### config.mk
export PLATFORM = sky130hd
export DESIGN_NAME = hdlc_tx_framer
export DESIGN_NICKNAME = d
export VERILOG_FILES = /design/src/rtl/hdlc_tx_pkg.sv /design/src/rtl/hdlc_tx_stuff.sv /design/src/rtl/hdlc_tx_fcs.sv /design/src/rtl/hdlc_tx_framer.sv
export SDC_FILE = /design/constraint.sdc
export NUM_CORES = 1
export LEC_CHECK = 0
export BUFFER_PORTS_ARGS = -buffer_cell sky130_fd_sc_hd__clkbuf_2
export CAP_MARGIN = 25
export CELL_PAD_IN_SITES_DETAIL_PLACEMENT = 1
export CELL_PAD_IN_SITES_GLOBAL_PLACEMENT = 2
export CORE_MARGIN = 1.5
export CORE_UTILIZATION = 39
export DETAILED_ROUTE_END_ITERATION = 7
export PLACE_DENSITY = 0.8
export SKIP_CTS_REPAIR_TIMING = 1
export SLEW_MARGIN = 10
export SYNTH_ARGS = -nofsm -noshare
export SYNTH_HDL_FRONTEND = slang
export SYNTH_HIERARCHICAL = 1
export SYNTH_SLANG_ARGS = --single-unit
### constraint.sdc
create_clock -name clk -period 1.7 [get_ports clk]
set_input_delay 0.34 -clock clk [delete_from_list [all_inputs] [get_ports clk]]
set_output_delay 0.34 -clock clk [all_outputs]
set_load 0.005 [all_outputs]
### src/rtl/hdlc_tx_pkg.sv
package hdlc_tx_pkg;

  typedef enum logic [1:0] {
    LINK_MARK = 2'd0,
    LINK_FILL = 2'd1,
    LINK_GA   = 2'd2,
    LINK_RAW  = 2'd3
  } link_e;

  typedef enum logic [3:0] {
    U_MARK,
    U_FLAG,
    U_GA,
    U_RAW,
    U_OPEN,
    U_DATA,
    U_FCS_LO,
    U_FCS_HI,
    U_CLOSE
  } unit_e;

  localparam logic [7:0] PAT_FLAG = 8'h7E;
  localparam logic [7:0] PAT_MARK = 8'hFF;
  localparam logic [7:0] PAT_GA   = 8'hFE;

endpackage

### src/rtl/hdlc_tx_stuff.sv
module hdlc_tx_stuff #(
  parameter int unsigned RUN = 5
) (
  input  logic clk,
  input  logic rst_n,
  input  logic clr,
  input  logic tick,
  input  logic stuffable,
  input  logic bit_in,
  output logic stuff_now
);
  localparam int unsigned CW = $clog2(RUN + 1);

  logic [CW-1:0] run_q, run_d;

  assign stuff_now = (run_q == CW'(RUN));

  always_comb begin
    run_d = run_q;
    if (clr) begin
      run_d = '0;
    end else if (tick) begin
      if (stuff_now)                 run_d = '0;
      else if (stuffable && bit_in)  run_d = run_q + CW'(1);
      else                           run_d = '0;
    end
  end

  always_ff @(posedge clk or negedge rst_n) begin
    if (!rst_n) run_q <= '0;
    else        run_q <= run_d;
  end

  // the run of ones never exceeds the limit
  assert_run_bound_R8: assert property (@(posedge clk) disable iff (!rst_n)
    run_q <= CW'(RUN));

  // an inserted zero restarts the run
  assert_stuff_restart_R8: assert property (@(posedge clk) disable iff (!rst_n)
    (tick && stuff_now) |=> (run_q == '0));

endmodule

### src/rtl/hdlc_tx_fcs.sv
module hdlc_tx_fcs #(
  parameter int unsigned             W    = 16,
  parameter logic [W-1:0]            POLY = 16'h8408
) (
  input  logic         clk,
  input  logic         rst_n,
  input  logic         init,
  input  logic         step,
  input  logic         din,
  output logic [W-1:0] crc_d
);
  logic [W-1:0] crc_q;
  logic         fb;

  assign fb = crc_q[0] ^ din;

  always_comb begin
    crc_d = crc_q;
    if (init)      crc_d = '1;
    else if (step) crc_d = (crc_q >> 1) ^ (fb ? POLY : '0);
  end

  always_ff @(posedge clk or negedge rst_n) begin
    if (!rst_n) crc_q <= '1;
    else        crc_q <= crc_d;
  end

endmodule

### src/rtl/hdlc_tx_framer.sv
module hdlc_tx_framer #(
  parameter int unsigned              BYTE_W    = 8,
  parameter int unsigned              STUFF_RUN = 5,
  parameter logic [2*BYTE_W-1:0]      FCS_POLY  = 16'h8408
) (
  input  logic              clk,
  input  logic              rst_n,
  input  logic              tx_en,
  input  logic              bit_en,
  input  logic [1:0]        link_mode,
  input  logic              fifo_empty,
  input  logic [BYTE_W-1:0] fifo_data,
  input  logic              fifo_last,
  output logic              fifo_rd,
  output logic              ser_out
);
  import hdlc_tx_pkg::*;

  localparam int unsigned FCS_W = 2 * BYTE_W;
  localparam int unsigned BCW   = $clog2(BYTE_W);

  // reset: asserted asynchronously, released synchronously
  logic [1:0] rs_q;
  logic       rst_ns;
  always_ff @(posedge clk or negedge rst_n) begin
    if (!rst_n) rs_q <= '0;
    else        rs_q <= {rs_q[0], 1'b1};
  end
  assign rst_ns = rs_q[1];

  link_e             mode;
  unit_e             unit_q, unit_d;
  logic [BYTE_W-1:0] sh_q, sh_d;
  logic [BCW-1:0]    bcnt_q, bcnt_d;
  logic              last_q, last_d;
  logic              ser_q, ser_d;
  logic              pop, tick, adv, boundary, have, stuff_now, stuffable, in_frame;
  logic [FCS_W-1:0]  crc_d;

  assign mode      = link_e'(link_mode);
  assign have      = !fifo_empty;
  assign tick      = tx_en && bit_en;
  assign adv       = tick && !stuff_now;
  assign boundary  = adv && (bcnt_q == BCW'(BYTE_W - 1));
  assign stuffable = (unit_q == U_DATA) || (unit_q == U_FCS_LO) || (unit_q == U_FCS_HI);
  assign in_frame  = stuffable;

  hdlc_tx_stuff #(.RUN(STUFF_RUN)) u_stuff (
    .clk(clk), .rst_n(rst_ns), .clr(!tx_en), .tick(tick),
    .stuffable(stuffable), .bit_in(sh_q[0]), .stuff_now(stuff_now)
  );

  hdlc_tx_fcs #(.W(FCS_W), .POLY(FCS_POLY)) u_fcs (
    .clk(clk), .rst_n(rst_ns), .init(!tx_en || !in_frame),
    .step(adv && (unit_q == U_DATA)), .din(sh_q[0]), .crc_d(crc_d)
  );

  always_comb begin
    unit_d = unit_q;
    sh_d   = sh_q;
    bcnt_d = bcnt_q;
    last_d = last_q;
    ser_d  = ser_q;
    pop    = 1'b0;
    if (!tx_en) begin
      unit_d = U_MARK;
      sh_d   = PAT_MARK;
      bcnt_d = '0;
      last_d = 1'b0;
      ser_d  = 1'b1;
    end else if (tick) begin
      ser_d = stuff_now ? 1'b0 : sh_q[0];
      if (!stuff_now) begin
        sh_d   = sh_q >> 1;
        bcnt_d = bcnt_q + BCW'(1);
        if (boundary) begin
          bcnt_d = '0;
          case (unit_q)
            U_OPEN: begin
              if (have) begin
                pop = 1'b1; unit_d = U_DATA; sh_d = fifo_data; last_d = fifo_last;
              end else begin
                unit_d = U_MARK; sh_d = PAT_MARK;
              end
            end
            U_DATA: begin
              if (last_q) begin
                unit_d = U_FCS_LO; sh_d = ~crc_d[BYTE_W-1:0];
              end else if (have) begin
                pop = 1'b1; sh_d = fifo_data; last_d = fifo_last;
              end else begin
                unit_d = U_MARK; sh_d = PAT_MARK;
              end
            end
            U_FCS_LO: begin
              unit_d = U_FCS_HI; sh_d = ~crc_d[FCS_W-1:BYTE_W];
            end
            U_FCS_HI: begin
              unit_d = U_CLOSE; sh_d = PAT_FLAG;
            end
            default: begin
              case (mode)
                LINK_GA: begin
                  unit_d = U_GA; sh_d = PAT_GA;
                end
                LINK_RAW: begin
                  if (have) begin
                    pop = 1'b1; unit_d = U_RAW; sh_d = fifo_data;
                  end else begin
                    unit_d = U_MARK; sh_d = PAT_MARK;
                  end
                end
                LINK_FILL: begin
                  unit_d = have ? U_OPEN : U_FLAG; sh_d = PAT_FLAG;
                end
                default: begin
                  unit_d = have ? U_OPEN : U_MARK;
                  sh_d   = have ? PAT_FLAG : PAT_MARK;
                end
              endcase
            end
          endcase
        end
      end
    end
  end

  always_ff @(posedge clk or negedge rst_ns) begin
    if (!rst_ns) begin
      unit_q <= U_MARK;
      sh_q   <= PAT_MARK;
      bcnt_q <= '0;
      last_q <= 1'b0;
      ser_q  <= 1'b1;
    end else begin
      unit_q <= unit_d;
      sh_q   <= sh_d;
      bcnt_q <= bcnt_d;
      last_q <= last_d;
      ser_q  <= ser_d;
    end
  end

  assign fifo_rd = pop;
  assign ser_out = ser_q;

  assert_rd_has_data_R5: assert property (@(posedge clk) disable iff (!rst_ns)
    fifo_rd |-> !fifo_empty);

  assert_ga_no_read_R4: assert property (@(posedge clk) disable iff (!rst_ns)
    (mode == LINK_GA && unit_q != U_OPEN && unit_q != U_DATA) |-> !fifo_rd);

  assert_abort_on_dry_R10: assert property (@(posedge clk) disable iff (!rst_ns)
    (boundary && unit_q == U_DATA && !last_q && fifo_empty) |=> (unit_q == U_MARK));

  assert_disabled_mark_R11: assert property (@(posedge clk) disable iff (!rst_ns)
    !tx_en |=> (ser_out && !fifo_rd));

  assert_hold_between_R12: assert property (@(posedge clk) disable iff (!rst_ns)
    (tx_en && !bit_en) |=> $stable(ser_out));

endmodule

==> impl_results.md, run 1 <==
* Worst EP arrival at 2.53 ns
* Vias/cell at 5.50
* Setup-failing EPs final at 28
* Largest family of logic cells by synthesized area: compound AO/OA/AOI/OAI gates
* Crit path kind: register to register
* Clk sink count at 38
* Routed Antenna Nets at 0
* Syn Nets at 257
* Synthesized area at 2370 um2
* CTS tree: yes
* Synthesized instance count at 237
* Largest net degree at the start of global routing at 37
* Die Area at 6550 um2
* Setup crit start kind: register
* Std-Cell Rows at 28
* Final HPWL DP at 4.89 mm
* Simple-gate area share of the yosys netlist at 22.1%
* Max Freq at 434 MHz
* Yosys warns at 6
* Final hold vios at 0
* Syn_area_per_cell at 10.0 um2
* Post-synthesis mux area share at 0.422%
* H-tree Lvls at 2
* Place WS at -0.744 ns
* Maximum vdd drop at 0.265 mV
* DR DRC count at 0
* Nets@finish at 318
* Core Region at 5890 um2
* Tot Pwr at 0.00174 W
* Max Fanout on Critical Path at 11
* Clock tree buffer depth at 2
* Post-Synth XOR/XNOR Area at 3.12%
* Layout area overhead at 29.7%
* FF/Latch Area at 982 um2
* Chip Height at 81.0 um
* Setup slack after layout at -0.606 ns
* Maximum Capacitance Violations at 0
* Most common cell after layout, fill and taps aside: buf_4
* Remaining global-route overflow at 0
* Yosys reg bits at 38
* Diode count at 0
* Commonest non-fill, non-tap cells in the layout: buf_4 (47), dfstp_2 (25), nor2_1 (20), nor2b_1 (17), clkbuf_2 (17)
* I/O Pins at 18
* Compound-cell area share of the yosys netlist at 24.8%
* Synth Area in Adders at 2.11%
* Final wirelength at 6.60 mm
* GPL Wtd Cong at 0.794
* Max-slew violation count at 0
* Register area share after synthesis at 41.4%
* RSZ-0062 raised after global routing: yes
* Power per Cell Area at 567 nW/um2
* Share of cells above drive strength 1 at 44.8%
* Die W at 81.0 um
* PortBufs at 17
* Global-route wire length before repair at 10.9 mm
* CTS root buf: clkbuf_8
* Worst-path clk slew at 0.08 ns
* Required @ worst endpoint at 1.92 ns
* Drt first pass iters at 5
* Post-synth EDFFs at 0
* Leakage at 1.29 nW
* Synth unique cells at 55
* Asr flop ratio synth at 100%
* Multi-input gate area at 1360 um2
* CTS Buf Count at 5
* Total GRT Usage at 22.2%
* Worst setup EP type: register
* Predominant post-synthesis flop cell: dfstp_2
* Initial antenna violation count at 0
* Fillers at 686
* Final cycle utilization of the critical path at 136%
* Starting Density at 40.3%
* Worst skew pair latency at 0.28 ns
* Clk_skew at 0.00188 ns
* Minimum clock period at 2.31 ns
* Initial drt markers at 92
* Vias at 2056
* Failing checks: setup timing
* Status: finished with violations
* Vias in the first global route at 2176
* Routed wire per std cell at 17.7 um
* Worst Hold Class: primary input to register
[through the flow]
step	cells	hold slack [ns]	setup TNS (ns)	cell area [um2]	util, %
after floorplan	237	0.0444	-8.61	2400	-
after global placement	357	0.126	-7.08	2810	47.7
after detailed placement	357	0.133	-9.10	2810	47.7
after CTS	365	-0.185	-9.74	2900	49.3
after global routing	374	0.320	-9.86	3070	52.2
final	374	0.278	-6.17	3070	52.2
[final timing paths]
check                                         to  cells past startpoint  slack, ns                          from
max                          sh_q[6]$_DFFE_PN1P_                     11      -0.61  u_stuff/run_q[1]$_DFFE_PN0P_
min                           last_q$_DFFE_PN0P_                      3       0.28                     fifo_last
max reg2reg                  sh_q[6]$_DFFE_PN1P_                     11      -0.61  u_stuff/run_q[1]$_DFFE_PN0P_
min reg2reg                unit_q[2]$_DFFE_PN0P_                      1       0.31             rs_q[1]$_DFF_PN0_
max in group asynchronous    sh_q[4]$_DFFE_PN1P_                      1       1.01             rs_q[1]$_DFF_PN0_
min in group asynchronous  unit_q[2]$_DFFE_PN0P_                      1       0.31             rs_q[1]$_DFF_PN0_
[power by group]
group          internal, W  switching (W)  total, W
sequential        0.000922     0.00000695  0.000929
combinational    0.0000673      0.0000954  0.000163
clock             0.000328       0.000325  0.000652
total              0.00132       0.000427   0.00174
[logic make-up (layout without fill, tap and decap cells)]
group | count (synthesis) | count (layout)
AO/OA/AOI/OAI | 78 | 78
XOR/XNOR | 5 | 5
adder cells (fa/ha/maj) | 4 | 4
buffers and inverters | 24 | 86
flip-flops | 38 | 38
multiplexers | 1 | 1
other | 1 | 1
AND/OR/NAND/NOR | 86 | 86
[metal layers]
layer / GRT usage (%) / vias to the layer above / wire length [um]
li1: - / 983 / -
met1: 29.5 / 1020 / 3030
met2: 37.2 / 41 / 3200
met3: 3.15 / 12 / 214
met4: 7.07 / 0 / 159
met5: 0 / - / 0
[area by class of cell]
type / count / area share [%]
clock buffer: 7 / 2.81
clock inverter: 1 / 0.163
inverter: 8 / 1.42
multi-input combinational: 175 / 44.2
sequential: 38 / 31.9
tap: 75 / 3.05
timing repair buffer: 70 / 16.4
[synth_stat cells, drive strengths merged, types with 4 or more instances]
| cell | n | area, um2 |
|---|---|---|
| nor3 | 5 | 36.3 |
| nor2 | 21 | 78.8 |
| a22o | 5 | 43.8 |
| nand2b | 7 | 43.8 |
| inv | 7 | 26.3 |
| ha | 4 | 50.1 |
| clkbuf | 4 | 15.0 |
| nor2b | 19 | 121 |
| or3 | 9 | 56.3 |
| a2bb2oi | 7 | 67.6 |
| nand2 | 10 | 45.0 |
| dfrtp | 13 | 325 |
| a22oi | 6 | 50.1 |
| buf | 12 | 81.3 |
| a211o | 16 | 140 |
| nor4 | 4 | 40.0 |
| dfstp | 25 | 657 |
| o21ai | 19 | 103 |
| a21oi | 10 | 50.1 |
[registers in the layout (all words and copies together) (netlist names)]
| register | cells |
|---|---|
| u_fcs/crc_q | 16 |
| sh_q | 8 |
| unit_q | 4 |
| bcnt_q | 3 |
| u_stuff/run_q | 3 |
| rs_q | 2 |
| last_q | 1 |
| ser_out | 1 |
[worst max-delay path, stage by stage, from the launching register on]
cell       delay, ns
dfrtp_1         0.36
inv_1           0.05
ha_2            0.18
and2_4          0.13
nand2b_4        0.15
nor4_4          0.27
buf_6           0.20
nor2b_1         0.05
a211o_1         0.26
a221o_1         0.31
a22oi_2         0.14
a2bb2oi_2       0.14
Power figures use the tool's default switching activity.
==> run 2: changes to the inputs <==
- ABC_CLOCK_PERIOD_IN_PS: unset -> 2700
- CORE_UTILIZATION: 39 -> 42
- PLACE_DENSITY: 0.8 -> 0.85
- clock period: 1.7 -> 2.7 ns (I/O delays scaled with it)
==> impl_results.md, run 2 (synthesized netlist as in run 1, its figures left out) <==
* Critical path buffers and inverters at 4
* CTS root buf: clkbuf_8
* CTS tree: yes
* Crit path kind: register to register
* I/O Pins at 18
* Worst skew pair latency at 0.30 ns
* Worst path cell trace: ha_1 -> and2_4 -> nand2b_2 -> nor4_4 -> buf_4 -> buf_6 -> buf_2 -> buf_4 -> a211o_1 -> nand2b_1 -> a2bb2oi_1 -> a22o_1 -> a22oi_1
* Initial antenna violation count at 0
* Rel. slew slack at 43.0%
* Vias at 1928
* Worst Hold Slack at 0.0128 ns
* DR DRC count at 0
* Vias/cell at 5.70
* Final cycle utilization of the critical path at 95.7%
* Maximum Capacitance Violations at 0
* Drt first pass iters at 5
* Core Region at 5470 um2
* Max Freq at 387 MHz
* Required @ worst endpoint at 2.92 ns
* Minimum clock period at 2.58 ns
* Nets@finish at 285
* Routed wire per std cell at 18.4 um
* Crit path top cell by count: buf_4
* Worst EP arrival at 2.81 ns
* Leakage at 1.11 nW
* Worst setup EP type: register
* GPL Wtd Cong at 0.729
* Most common cell after layout, fill and taps aside: dfstp_2
* Max Fanout on Critical Path at 9
* Die W at 78.1 um
* Largest net degree at the start of global routing at 23
* Die Area at 6100 um2
* Std-Cell Rows at 27
* Total GRT Usage at 22.1%
* Final wirelength at 6.21 mm
* Setup crit start kind: register
* Maximum vdd drop at 0.227 mV
* Largest delay share family, worst path: simple AND/OR/NAND/NOR gates
* PortBufs at 17
* Tot Pwr at 0.00108 W
* H-tree Lvls at 2
* Max-slew violation count at 0
* Chip Height at 78.1 um
* CP max stage cell: dfrtp_1
* Remaining global-route overflow at 0
* Commonest non-fill, non-tap cells in the layout: dfstp_2 (25), nor2_1 (21), nor2b_1 (18), clkbuf_2 (17), buf_4 (17)
* Initial drt markers at 117
* FF/Latch Area at 982 um2
* Clk_skew at 0.00556 ns
* Critical path's largest stage delay at 0.42 ns
* Setup-failing EPs final at 0
* CTS Buf Count at 5
* Diode count at 0
* Worst-path clk slew at 0.08 ns
* Vias in the first global route at 1967
* Post-Layout Cell Count at 338
* Top reg by flops: u_fcs/crc_q
* Status: complete, no violations
* Clk sink count at 38
* Final hold vios at 0
* Routed Antenna Nets at 0
* Worst Hold Class: primary input to async pin
* Number of flip-flops in the largest register at 16
* Largest regs: u_fcs/crc_q (16), sh_q (8), unit_q (4)
* Stages on the worst setup path at 13
* Clock tree buffer depth at 2
* Multi-input gate area at 1270 um2
* Fillers at 660
* Power per Cell Area at 398 nW/um2
* Final HPWL DP at 4.47 mm
* Post-Place Cells at 324
* Share of cells above drive strength 1 at 33.1%
* Layout area overhead at 14.7%
* Worst-Margin Slew at 0.855 ns
* Reg2reg path depth at 13
* Global-route wire length before repair at 10.3 mm
* Starting Density at 43.3%
run 2: worst reg2reg max path, delay by kind of cell, from the launching register on:
family	cells	cell delay, ns
flops	1	0.42
compound gates	4	0.55
fa+ha+maj	1	0.23
buf+inv	4	0.63
simple gates	4	0.68
run 2: area by class of cell:
type	count	share of cell area, %
multi-input cells	175	46.8
flip-flops and latches	38	36.1
repair buffers	37	8.84
well taps	72	3.31
clock buffers	7	3.18
inverters	8	1.61
clock inverters	1	0.184
run 2: metrics by stage:
step / area (um2) / setup TNS, ns / setup slack, ns / utilization (%)
final: 2720 / 0 / 0.115 / 49.7
after global routing: 2720 / -0.00844 / -0.00844 / 49.7
after CTS: 2660 / 0 / 0.134 / 48.6
after detailed placement: 2570 / 0 / 0.146 / 46.9
after global placement: 2570 / 0 / 0.215 / 46.9
after floorplan: 2380 / 0 / 0.118 / -
run 2: metal layers:
| metal | part of all wire, % | GRT usage, % | up-vias | wire length, um |
|---|---|---|---|---|
| met1 | 48 | 30.8 | 966 | 3000 |
| met2 | 47 | 35.1 | 35 | 2920 |
| met4 | 1.2 | 5.36 | 0 | 74 |
| met5 | 0 | 0 | - | 0 |
| li1 | - | - | 921 | - |
| met3 | 3.6 | 4.53 | 6 | 225 |
run 2: path summary, 6_finish.rpt:
kind                       slack [ns]                         start                   endpoint
hold / removal                   0.01                         rst_n          rs_q[1]$_DFF_PN0_
hold reg to reg                  0.36             rs_q[1]$_DFF_PN0_      unit_q[2]$_DFFE_PN0P_
min in group clk                 0.36             rs_q[0]$_DFF_PN0_          rs_q[1]$_DFF_PN0_
setup reg to reg                 0.12  u_stuff/run_q[0]$_DFFE_PN0P_        sh_q[5]$_DFFE_PN1P_
setup / recovery                 0.12  u_stuff/run_q[0]$_DFFE_PN0P_        sh_q[5]$_DFFE_PN1P_
max in group asynchronous        1.56             rs_q[1]$_DFF_PN0_  u_fcs/crc_q[14]$_DFF_PN1_
run 2: power by group:
group / internal (W) / switching [W] / total (W)
combinational: 0.0000341 / 0.0000490 / 0.0000832
sequential: 0.000581 / 0.00000981 / 0.000590
clock: 0.000206 / 0.000203 / 0.000409
